### src/rtl/mac_pkg.sv
package mac_pkg;
  typedef enum logic [1:0] {
    CMD_ACC   = 2'b00,
    CMD_CLR   = 2'b01,
    CMD_LOAD  = 2'b10,
    CMD_STORE = 2'b11
  } mac_cmd_e;

  typedef struct packed {
    logic n;
    logic z;
    logic v;
  } mac_flags_t;
endpackage

### src/rtl/mac_ctrl.sv
module mac_ctrl
  import mac_pkg::*;
#(
  parameter int LAT      = 4,
  parameter int MODE_GAP = 3
) (
  input  logic       clk_i,
  input  logic       rst_ni,
  input  logic       cmd_valid_i,
  input  logic [1:0] cmd_op_i,
  input  logic       mode_we_i,
  input  logic       mode_sat_i,
  output logic       busy_o,
  output logic       issue_acc_o,
  output logic       fire_clr_o,
  output logic       fire_load_o,
  output logic       fire_store_o,
  output logic       fetch_o,
  output logic       capture_o,
  output logic       commit_o,
  output logic       mode_sat_o,
  output logic       mode_err_o
);
  localparam int SW = $clog2(LAT + 1);
  localparam int GW = $clog2(MODE_GAP + 1);

  logic [SW-1:0] stage_q;
  logic [GW-1:0] gap_q;
  logic          mode_q, err_q, accept, mode_ok;

  assign busy_o       = (stage_q != '0);
  assign accept       = cmd_valid_i && !busy_o;
  assign issue_acc_o  = accept && (cmd_op_i == CMD_ACC);
  assign fire_clr_o   = accept && (cmd_op_i == CMD_CLR);
  assign fire_load_o  = accept && (cmd_op_i == CMD_LOAD);
  assign fire_store_o = accept && (cmd_op_i == CMD_STORE);
  assign fetch_o      = (stage_q == SW'(1));
  assign capture_o    = (stage_q == SW'(LAT - 2));
  assign commit_o     = (stage_q == SW'(LAT - 1));
  assign mode_ok      = (gap_q >= GW'(MODE_GAP)) && !issue_acc_o;
  assign mode_sat_o   = mode_q;
  assign mode_err_o   = err_q;

  always_ff @(posedge clk_i or negedge rst_ni) begin
    if (!rst_ni) begin
      stage_q <= '0;
    end else if (issue_acc_o) begin
      stage_q <= SW'(1);
    end else if (busy_o) begin
      stage_q <= (stage_q == SW'(LAT)) ? '0 : stage_q + SW'(1);
    end
  end

  // edges elapsed since the last accepted accumulate, saturating
  always_ff @(posedge clk_i or negedge rst_ni) begin
    if (!rst_ni) begin
      gap_q <= GW'(MODE_GAP);
    end else if (issue_acc_o) begin
      gap_q <= GW'(1);
    end else if (gap_q < GW'(MODE_GAP)) begin
      gap_q <= gap_q + GW'(1);
    end
  end

  always_ff @(posedge clk_i or negedge rst_ni) begin
    if (!rst_ni) begin
      mode_q <= 1'b0;
      err_q  <= 1'b0;
    end else begin
      err_q <= mode_we_i && !mode_ok;
      if (mode_we_i && mode_ok) mode_q <= mode_sat_i;
    end
  end

  a_r1_busy_hold: assert property (@(posedge clk_i) disable iff (!rst_ni)
    (busy_o && stage_q != SW'(LAT)) |=> busy_o);
  a_r1_busy_end: assert property (@(posedge clk_i) disable iff (!rst_ni)
    (stage_q == SW'(LAT)) |=> !busy_o);
  a_r11_mode_guard: assert property (@(posedge clk_i) disable iff (!rst_ni)
    (mode_we_i && gap_q < GW'(MODE_GAP)) |=> ($stable(mode_q) && mode_err_o));
endmodule

### src/rtl/mac_ptr.sv
module mac_ptr #(
  parameter int AW   = 24,
  parameter int NPTR = 8,
  parameter int STEP = 2,
  localparam int PSW = $clog2(NPTR)
) (
  input  logic           clk_i,
  input  logic           rst_ni,
  input  logic           issue_i,
  input  logic [PSW-1:0] sel_a_i,
  input  logic [PSW-1:0] sel_b_i,
  input  logic           we_i,
  input  logic [PSW-1:0] wsel_i,
  input  logic [AW-1:0]  wdata_i,
  output logic [AW-1:0]  addr_a_o,
  output logic [AW-1:0]  addr_b_o
);
  logic [AW-1:0] ptr_q [NPTR];
  logic          same;

  assign same = (sel_a_i == sel_b_i);

  always_ff @(posedge clk_i or negedge rst_ni) begin
    if (!rst_ni) begin
      addr_a_o <= '0;
      addr_b_o <= '0;
    end else if (issue_i) begin
      addr_a_o <= ptr_q[sel_a_i];
      addr_b_o <= same ? ptr_q[sel_a_i] + AW'(STEP) : ptr_q[sel_b_i];
    end
  end

  always_ff @(posedge clk_i or negedge rst_ni) begin
    if (!rst_ni) begin
      for (int i = 0; i < NPTR; i++) ptr_q[i] <= '0;
    end else begin
      for (int i = 0; i < NPTR; i++) begin
        if (issue_i && same && sel_a_i == PSW'(i))
          ptr_q[i] <= ptr_q[i] + AW'(2 * STEP);
        else if (issue_i && (sel_a_i == PSW'(i) || sel_b_i == PSW'(i)))
          ptr_q[i] <= ptr_q[i] + AW'(STEP);
        else if (we_i && wsel_i == PSW'(i))
          ptr_q[i] <= wdata_i;
      end
    end
  end

  a_r10_same_ptr: assert property (@(posedge clk_i) disable iff (!rst_ni)
    (issue_i && same) |=> (addr_b_o == addr_a_o + AW'(STEP)));
  a_r9_addr_hold: assert property (@(posedge clk_i) disable iff (!rst_ni)
    !issue_i |=> ($stable(addr_a_o) && $stable(addr_b_o)));
endmodule

### src/rtl/mac_dp.sv
module mac_dp
  import mac_pkg::*;
#(
  parameter int OP_W = 16,
  parameter int HI_W = 10,
  parameter int LO_W = 32,
  localparam int ACC_W = HI_W + LO_W
) (
  input  logic             clk_i,
  input  logic             rst_ni,
  input  logic             capture_i,
  input  logic             commit_i,
  input  logic             clr_i,
  input  logic             load_i,
  input  logic             store_i,
  input  logic             mode_sat_i,
  input  logic [OP_W-1:0]  op_a_i,
  input  logic [OP_W-1:0]  op_b_i,
  input  logic [ACC_W-1:0] load_data_i,
  output logic [ACC_W-1:0] acc_o,
  output logic [2:0]       ccr_o
);
  localparam int PW = 2 * OP_W;

  logic signed [PW-1:0] prod_q;
  logic [ACC_W-1:0]     acc_q, prod_x, sum_ns, sat_acc, nxt_acc;
  logic [LO_W:0]        s_sat;
  logic [LO_W-1:0]      lo_res;
  logic                 ovf_ns, ovf_s, nxt_ovf, nxt_n, nxt_z;
  logic                 n_q, z_q, v_q;
  mac_flags_t           ccr_q;

  always_comb begin
    prod_x  = {{(ACC_W-PW){prod_q[PW-1]}}, prod_q};
    sum_ns  = acc_q + prod_x;
    ovf_ns  = (acc_q[ACC_W-1] == prod_x[ACC_W-1]) && (sum_ns[ACC_W-1] != acc_q[ACC_W-1]);
    s_sat   = {acc_q[LO_W-1], acc_q[LO_W-1:0]} + prod_x[LO_W:0];
    ovf_s   = s_sat[LO_W] ^ s_sat[LO_W-1];
    if (!ovf_s)           lo_res = s_sat[LO_W-1:0];
    else if (s_sat[LO_W]) lo_res = {1'b1, {(LO_W-1){1'b0}}};
    else                  lo_res = {1'b0, {(LO_W-1){1'b1}}};
    sat_acc = {{HI_W{lo_res[LO_W-1]}}, lo_res};
    nxt_acc = mode_sat_i ? sat_acc : sum_ns;
    nxt_ovf = mode_sat_i ? ovf_s : ovf_ns;
    nxt_n   = mode_sat_i ? nxt_acc[LO_W-1] : nxt_acc[ACC_W-1];
    nxt_z   = mode_sat_i ? ~|nxt_acc[LO_W-1:0] : ~|nxt_acc;
  end

  always_ff @(posedge clk_i or negedge rst_ni) begin
    if (!rst_ni) prod_q <= '0;
    else if (capture_i) prod_q <= $signed(op_a_i) * $signed(op_b_i);
  end

  always_ff @(posedge clk_i or negedge rst_ni) begin
    if (!rst_ni) begin
      acc_q <= '0;
      n_q   <= 1'b0;
      z_q   <= 1'b0;
      v_q   <= 1'b0;
    end else if (commit_i) begin
      acc_q <= nxt_acc;
      n_q   <= nxt_n;
      z_q   <= nxt_z;
      v_q   <= v_q | nxt_ovf;
    end else if (clr_i) begin
      acc_q <= '0;
      v_q   <= 1'b0;
    end else if (load_i) begin
      acc_q <= load_data_i;
      v_q   <= 1'b0;
    end
  end

  always_ff @(posedge clk_i or negedge rst_ni) begin
    if (!rst_ni) ccr_q <= '0;
    else if (store_i) ccr_q <= '{n: n_q, z: z_q, v: v_q};
  end

  assign acc_o = acc_q;
  assign ccr_o = ccr_q;

  a_r6_v_sticky: assert property (@(posedge clk_i) disable iff (!rst_ni)
    (v_q && !clr_i && !load_i) |=> v_q);
  a_r7_nz_hold: assert property (@(posedge clk_i) disable iff (!rst_ni)
    !commit_i |=> ($stable(n_q) && $stable(z_q)));
  a_r8_ccr_store_only: assert property (@(posedge clk_i) disable iff (!rst_ni)
    !store_i |=> $stable(ccr_o));
  a_r3_sat_sext: assert property (@(posedge clk_i) disable iff (!rst_ni)
    (commit_i && mode_sat_i) |=> ((&acc_q[ACC_W-1:LO_W-1]) || !(|acc_q[ACC_W-1:LO_W-1])));
  a_r5_zero_wide: assert property (@(posedge clk_i) disable iff (!rst_ni)
    (commit_i && !mode_sat_i) |=> (z_q == (acc_q == '0)));
endmodule

### src/rtl/mac_unit.sv
module mac_unit
  import mac_pkg::*;
#(
  parameter int OP_W     = 16,
  parameter int HI_W     = 10,
  parameter int LO_W     = 32,
  parameter int AW       = 24,
  parameter int NPTR     = 8,
  parameter int STEP     = 2,
  parameter int LAT      = 4,
  parameter int MODE_GAP = 3,
  localparam int ACC_W   = HI_W + LO_W,
  localparam int PSW     = $clog2(NPTR)
) (
  input  logic             clk_i,
  input  logic             rst_ni,
  input  logic             cmd_valid_i,
  input  logic [1:0]       cmd_op_i,
  input  logic [PSW-1:0]   ptr_a_sel_i,
  input  logic [PSW-1:0]   ptr_b_sel_i,
  input  logic [ACC_W-1:0] load_data_i,
  input  logic             mode_we_i,
  input  logic             mode_sat_i,
  input  logic             ptr_we_i,
  input  logic [PSW-1:0]   ptr_wsel_i,
  input  logic [AW-1:0]    ptr_wdata_i,
  output logic             rd_req_o,
  output logic [AW-1:0]    addr_a_o,
  output logic [AW-1:0]    addr_b_o,
  input  logic [OP_W-1:0]  op_a_i,
  input  logic [OP_W-1:0]  op_b_i,
  output logic             busy_o,
  output logic             mode_sat_o,
  output logic             mode_err_o,
  output logic [ACC_W-1:0] acc_o,
  output logic [2:0]       ccr_o
);
  logic issue_acc, fire_clr, fire_load, fire_store, capture, commit;

  mac_ctrl #(.LAT(LAT), .MODE_GAP(MODE_GAP)) ctrl_i (
    .clk_i, .rst_ni, .cmd_valid_i, .cmd_op_i, .mode_we_i, .mode_sat_i,
    .busy_o, .issue_acc_o(issue_acc), .fire_clr_o(fire_clr),
    .fire_load_o(fire_load), .fire_store_o(fire_store), .fetch_o(rd_req_o),
    .capture_o(capture), .commit_o(commit), .mode_sat_o, .mode_err_o
  );

  mac_ptr #(.AW(AW), .NPTR(NPTR), .STEP(STEP)) ptr_i (
    .clk_i, .rst_ni, .issue_i(issue_acc), .sel_a_i(ptr_a_sel_i),
    .sel_b_i(ptr_b_sel_i), .we_i(ptr_we_i), .wsel_i(ptr_wsel_i),
    .wdata_i(ptr_wdata_i), .addr_a_o, .addr_b_o
  );

  mac_dp #(.OP_W(OP_W), .HI_W(HI_W), .LO_W(LO_W)) dp_i (
    .clk_i, .rst_ni, .capture_i(capture), .commit_i(commit),
    .clr_i(fire_clr), .load_i(fire_load), .store_i(fire_store),
    .mode_sat_i(mode_sat_o), .op_a_i, .op_b_i, .load_data_i, .acc_o, .ccr_o
  );
endmodule

### config.mk
export PLATFORM = sky130hd
export DESIGN_NAME = mac_unit
export DESIGN_NICKNAME = d
export VERILOG_FILES = /design/src/rtl/mac_pkg.sv /design/src/rtl/mac_ctrl.sv /design/src/rtl/mac_ptr.sv /design/src/rtl/mac_dp.sv /design/src/rtl/mac_unit.sv
export SDC_FILE = /design/constraint.sdc
export NUM_CORES = 2
export LEC_CHECK = 0
export ABC_CLOCK_PERIOD_IN_PS = 6300
export BUFFER_PORTS_ARGS = -buffer_cell sky130_fd_sc_hd__buf_2
export CAP_MARGIN = 20
export CORE_ASPECT_RATIO = 2
export CORE_UTILIZATION = 55
export CTS_CLUSTER_DIAMETER = 150
export CTS_CLUSTER_SIZE = 14
export DETAILED_ROUTE_END_ITERATION = 6
export PLACE_DENSITY = 0.71
export SYNTH_ARGS = -nofsm -noshare
export SYNTH_HDL_FRONTEND = slang
export SYNTH_SLANG_ARGS = --single-unit
### constraint.sdc
create_clock -name clk_i -period 6.3 [get_ports clk_i]
set_clock_uncertainty 0.1 [all_clocks]
set_input_delay 0.945 -clock clk_i [delete_from_list [all_inputs] [get_ports clk_i]]
set_output_delay 0.945 -clock clk_i [all_outputs]
set_load 0.005 [all_outputs]
### After elaboration in Yosys (flattened, before gate mapping)

Cells that the tools add are included.

| storage, ports and cells | value |
|---|---|
| register bits after elaboration | 327 |
| input port bits | 115 |
| output and inout port bits | 97 |
| logic and storage cells | 196 |

| cells by class | value |
|---|---|
| add/subtract/negate cells | 21 |
| $mul | 1 |
| order comparisons | 4 |
| eq/ne operators | 31 |
| muxes and demuxes | 48 |
| bitwise gates (word level) | 4 |
| reductions and logical operators | 65 |

Operators with widths:

| cell | number |
|---|---|
| two-way mux 24 bit | 29 |
| adder 24 x 2 -> 24 bit, second input constant | 9 |
| adder 24 x 3 -> 24 bit, second input constant | 8 |
| two-way mux 42 bit | 4 |
| binary-select mux 24 bit (select 3 bit) | 2 |
| two-way mux 32 bit | 2 |
| adder 42 bit | 1 |
| OR reduction 42 bit | 1 |
| equality test 3 bit, second input constant | 13 |
| logical AND 1 bit | 34 |
| adder 32 x 32 -> 33 bit | 1 |
| multiplier 16 x 16 -> 32 bit | 1 |
| OR reduction 32 bit | 1 |
| nonzero test 3 bit | 10 |
| equality test 3 x 2 -> 1 bit, second input constant | 8 |
| equality test 3 x 1 -> 1 bit, second input constant | 4 |
| zero test 3 bit | 3 |
| two-way mux 3 bit | 3 |
| >= comparator 4 bit, second input constant | 2 |
| logical OR 1 bit | 8 |
| inverter 3 -> 4 bit | 2 |
| two-way mux 1 bit | 6 |
| zero test 1 bit | 5 |
| equality test 2 bit, second input constant | 2 |
| 13 further kinds | 15 |

### Depth between registers and ports, before layout

| depth | value |
|---|---|
| depth after elaboration | 8 |
| depth in mapped cells | 27 |
| depth with buffers taken out | 26 |

### By module

From an unflattened synthesis, not the netlist that was laid out.

| unflattened totals | value |
|---|---|
| cells, all modules | 4348 |
| area, all modules | 36721.5 um2 |

Modules (own cells, without submodules):

| module | instances | cells an instance | area an instance (um2) | sequential area each (um2) |
|---|---|---|---|---|
| mac_ptr | 1 | 2495 | 20096.8 | 6005.8 |
| mac_dp | 1 | 1813 | 16186.8 | 2001.9 |
| mac_ctrl | 1 | 40 | 437.9 | 177.7 |

### Worst setup path after synthesis

No wires, ideal clock.

| timing | value |
|---|---|
| kind | in2reg |
| start point | input port op_a_i[9] |
| end point | register dp_i.prod_q[30] |
| arrival | 6.903 ns |
| setup slack | -0.832 ns |
| stages | 23 |
| cells stage by stage | clkbuf_1 > nand2_1 > fa_1 > fa_1 > fa_1 > inv_1 > fa_1 > fa_1 > inv_1 > fa_1 > inv_1 > ha_1 > and3_4 > a221o_1 > a21oi_2 > o31ai_2 > a311o_1 > a311oi_2 > o21a_2 > o2111ai_1 > a21oi_1 > xor2_1 > o21ai_1 |

| on the way | value |
|---|---|
| longest elaborated chain between the ends | 1 |

RTL lines:

| what | RTL line | text |
|---|---|---|
| from (decl) | mac_unit.sv:30 | `input logic [OP_W-1:0] op_a_i,` |
| multiplier 16 x 16 -> 32 bit | mac_dp.sv:51 | `else if (capture_i) prod_q <= $signed(op_a_i) * $signed(op_b_i);` |
| to (signal assigned) | mac_dp.sv:51 |  |
| to (decl) | mac_dp.sv:25 | `logic signed [PW-1:0] prod_q;` |

No other way between the ends.
A chain may end at the register's enable or synchronous reset.

### Final worst setup path

| timing | value |
|---|---|
| start point | input port op_a_i[5] |
| end point | register dp_i.prod_q[28] |

The elaborated chain is that of the path after synthesis.

==> impl_results.md <==
- Count of placed standard cells in the final layout, fillers left out: 5517
- Clock buffers created by TritonCTS: 27
- Multiplexer share of the synthesized area: under 10%
- Violations in the final reports: DRC, setup timing
- Endpoint type of the worst setup path: register
- Chip Height: 366.0 um
- Mapped cell area: 0.03644 mm^2
- Root cell of the clock tree: clkbuf_16
- FF+latch count, synth: approximately 330
- Crit start category: input port
- Leading cell types in the layout, fill and taps excluded: nand2_1 (562), inv_1 (386), nor2_1 (344)
- Net count after synthesis: just under 5000
- Endpoint arrival time on the critical path: 6.92 ns
- Power Dens Cells: 676.3 mW/mm^2
- Worst setup path category: in -> reg
- Count of unique library cells instantiated by Yosys: 102
- Floorplan die width: approximately 180 um
- Overall overflow remaining after global route: 0
- Synth Instances: 4380
- Longest Clk Path Bufs: 3
- Cell mode on critical path: fa_1
- Antenna Nets Post-Route: 0
- Hold slack final: 0.2514 ns
- Maximum net fanout on the critical path: 4
- Max-cap viol count: 0
- Area fraction in compound gates after synthesis: 18.67%
- Area Growth Syn to Fin: 11.56%
- Adder-Cell Fraction of Synth Area: 19.53%
- Via-to-Cell Ratio: slightly below 7
- Final cycle utilization of the critical path: 103.1%
- Parity-gate share of the synthesized area counting xor and xnor cells: 5.098%
- Type of the most critical hold path: in -> async
- Wire length of the first global-routing pass: 237500 um
- Highest attainable clock frequency: 153.9 MHz
- Slew Viols, Final: 0
- # clock sinks: 327
- Sequential-to-total area share from yosys stat: 22.46%
- Wire length after detailed routing: between 150000 and 200000 um
- Post-route setup slack: -0.1984 ns
- Detailed-placement wirelength estimate: 118500 um
- I/O Buffers: 211
- Final Setup Violations: 3
- Routed via count: 37080
- Maximum resistive drop on vdd: slightly above 800 uV
- Number of placed cells counting well taps: roughly 5400
- Cell type group with the largest total delay on the critical path: adder cells
- Die outline area: 0.06736 mm^2
- Register-to-Register Path Depth: 17
- Maximum level of the CTS H-tree: 1
- Number of placed I/O pins: 212
- Pin count of the biggest net entering global routing: 136
- Setup slack, reg-to-reg: 0.35 ns
- Post-Synthesis Mean Instance Area: 8.321 um^2
- Fraction of layout instances using a drive strength above 1: 15.74%
- Starting DRT DRC Count: 4497
- Warnings from Yosys: 0
- Antenna violations before repair: 37
- Run status: finished with violations
- Biggest cell delay along the critical path: 0.55 ns
- Shortest period the worst path allows: about 6.5 ns
- Floorplan row count: 133
- Slew Limit Headroom: 18.75%
- Global Route Usage Sum: 48.75%
- Average wire per standard cell: 28.36 um
- Clock latency on the worst-skew pair: 0.66 ns
- Initial standard-cell utilization of the core: a little under three fifths
- Pre-antenna DRT Iters: 7
- RSZ-0062 raised after global routing: yes
- Share of async-settable or async-resettable flops after synthesis: 100.0%
- Main combinational cell family by area after synthesis: adder cells
- TritonCTS clock tree: built
- Slowest cell on the critical path: fa_1
- Simple-gate portion of the synthesized area: a little under a fifth
- Main flop type after synthesis: dfrtp_1
- Core area: 0.06557 mm^2
- Cell count along the critical path: 26
- Post-synth EDFFs: 0
- Setup WS pre-CTS: -0.9822 ns
- Worst Path Buf+Inv: 8
- GP Congestion: 1.086
- Data required time of the critical path: approximately 6.7 ns
- Most common cell after layout, fill and taps aside: nand2_1
- Fin nets: 5102
- Number of global-route vias before repair: 37132
- Clock-pin slew on the worst setup and hold paths: 0.07 ns
- Remaining routing DRC violations: 7
- Static power due to leakage: 17.97 nW
- Final hold violations: 0
- Slew at the pin closest to its max-slew limit: 1.185 ns
## state kept, by name, indices dropped and copies added, names as in the netlist
| name | cells |
|---|---|
| dp_i.acc_o | 42 |
| ctrl_i.stage_q | 3 |
| ptr_i.ptr_q | 192 |
| ptr_i.addr_b_o | 24 |
| ctrl_i.mode_err_o | 1 |
| dp_i.z_q | 1 |
| ctrl_i.mode_sat_o | 1 |
| dp_i.v_q | 1 |
| ptr_i.addr_a_o | 24 |
| ctrl_i.gap_q | 2 |
| dp_i.n_q | 1 |
| dp_i.prod_q | 32 |
| dp_i.ccr_o | 3 |
## worst reg2reg max path, cell delays in order (launching register included)
cell	delay (ns)
dfrtp_1	0.55
ha_1	0.47
a21oi_1	0.28
a211oi_1	0.11
o21a_1	0.14
o211ai_1	0.65
nand3_1	0.37
a31oi_1	0.36
xor2_1	0.32
inv_1	0.11
ha_1	0.51
and2_1	0.57
or2_2	0.29
nand4_1	0.18
nor3_1	0.23
and4b_1	0.34
nand4_1	0.15
o22ai_1	0.15
## final timing paths
path	from	to
min in group clk_i	ptr_i.addr_a_o[10]$_DFFE_PN0P_	ptr_i.addr_a_o[10]$_DFFE_PN0P_
hold / removal	rst_ni	ptr_i.ptr_q[150]$_DFFE_PN0P_
setup reg to reg	dp_i.acc_o[6]$_DFFE_PN0P_	dp_i.z_q$_DFFE_PN0P_
max in group asynchronous	rst_ni	dp_i.ccr_o[1]$_DFFE_PN0P_
setup / recovery	op_a_i[5]	dp_i.prod_q[28]$_DFFE_PN0N_
hold reg to reg	ptr_i.addr_a_o[10]$_DFFE_PN0P_	ptr_i.addr_a_o[10]$_DFFE_PN0P_
## cells by family (layout without fill, tap and decap cells)
kind of cell,count (synthesis),count (layout)
AOI/OAI and AO/OA,1091,1091
xor gates and xnor gates,210,210
adders and majority gates,411,411
buffers and inverters,694,902
DFF,327,327
muxes,167,167
other,0,52
and+or+nand+nor,1480,1480
## area by class of cell
class | count | area, um^2
Clock inverter | 2 | 20.02
Sequential cell | 327 | 8185
Inverter | 395 | 1483
Antenna cell | 52 | 130.1
Timing Repair Buffer | 466 | 3179
Tap cell | 877 | 1097
Fill cell | 6107 | 24910
Clock buffer | 39 | 720.7
Multi-Input combinational cell | 3359 | 25840
## synthesized netlist by cell type, types with 34 or more instances
library cell,instances,area share [%]
a211oi_1,34,0.70
a21o_1,40,0.82
a21oi_1,346,4.8
a31oi_1,56,0.96
and2_1,141,2.4
and3_1,57,0.98
buf_2,36,0.49
clkbuf_1,232,2.4
dfrtp_1,325,22
fa_1,263,14
ha_1,148,5.1
inv_1,395,4.1
mux2i_1,58,1.6
mux4_2,96,5.9
nand2_1,568,5.9
nand3_1,138,1.9
nand4_1,37,0.64
nor2_1,346,3.6
nor3_1,71,0.98
o21ai_0,292,4.0
o22ai_1,41,0.70
xnor2_1,108,2.6
xor2_1,101,2.4
## per-stage QoR
step,util (%),TNS [ns],area (um^2),total power [W]
final,62.01,-0.4995,40660,0.02750
after floorplan,-,-1.317,36610,0.01631
after global routing,61.86,-1.627,40560,0.02950
after CTS,61.46,-0.6383,40300,0.02573
after detailed placement,60.02,-10.29,39350,0.02337
after global placement,60.02,-9.284,39350,0.02295
## power by group
group / leakage [nW] / internal [W] / switching, W
Clock: 0.358 / 0.000790 / 0.000898
Sequential: 3.93 / 0.00293 / 0.00174
Combinational: 13.7 / 0.00953 / 0.0116
## metal layers
metal  wire length, um  track usage (%)  vias up
met5                63            1.185        -
met4             22420            54.33       10
met3             16040            21.60     1209
met2             74900            78.04     2587
li1                  -                -    15604
met1             43060            42.21    17670
## repair_timing
action,in CTS,in global routing
gates resized for setup,52,34
endpoints found under the setup margin,9,11
setup buffers,6,6
pin swaps,18,25
hold buffers,0,0
No activity file was read; power rests on OpenSTA's default activity.
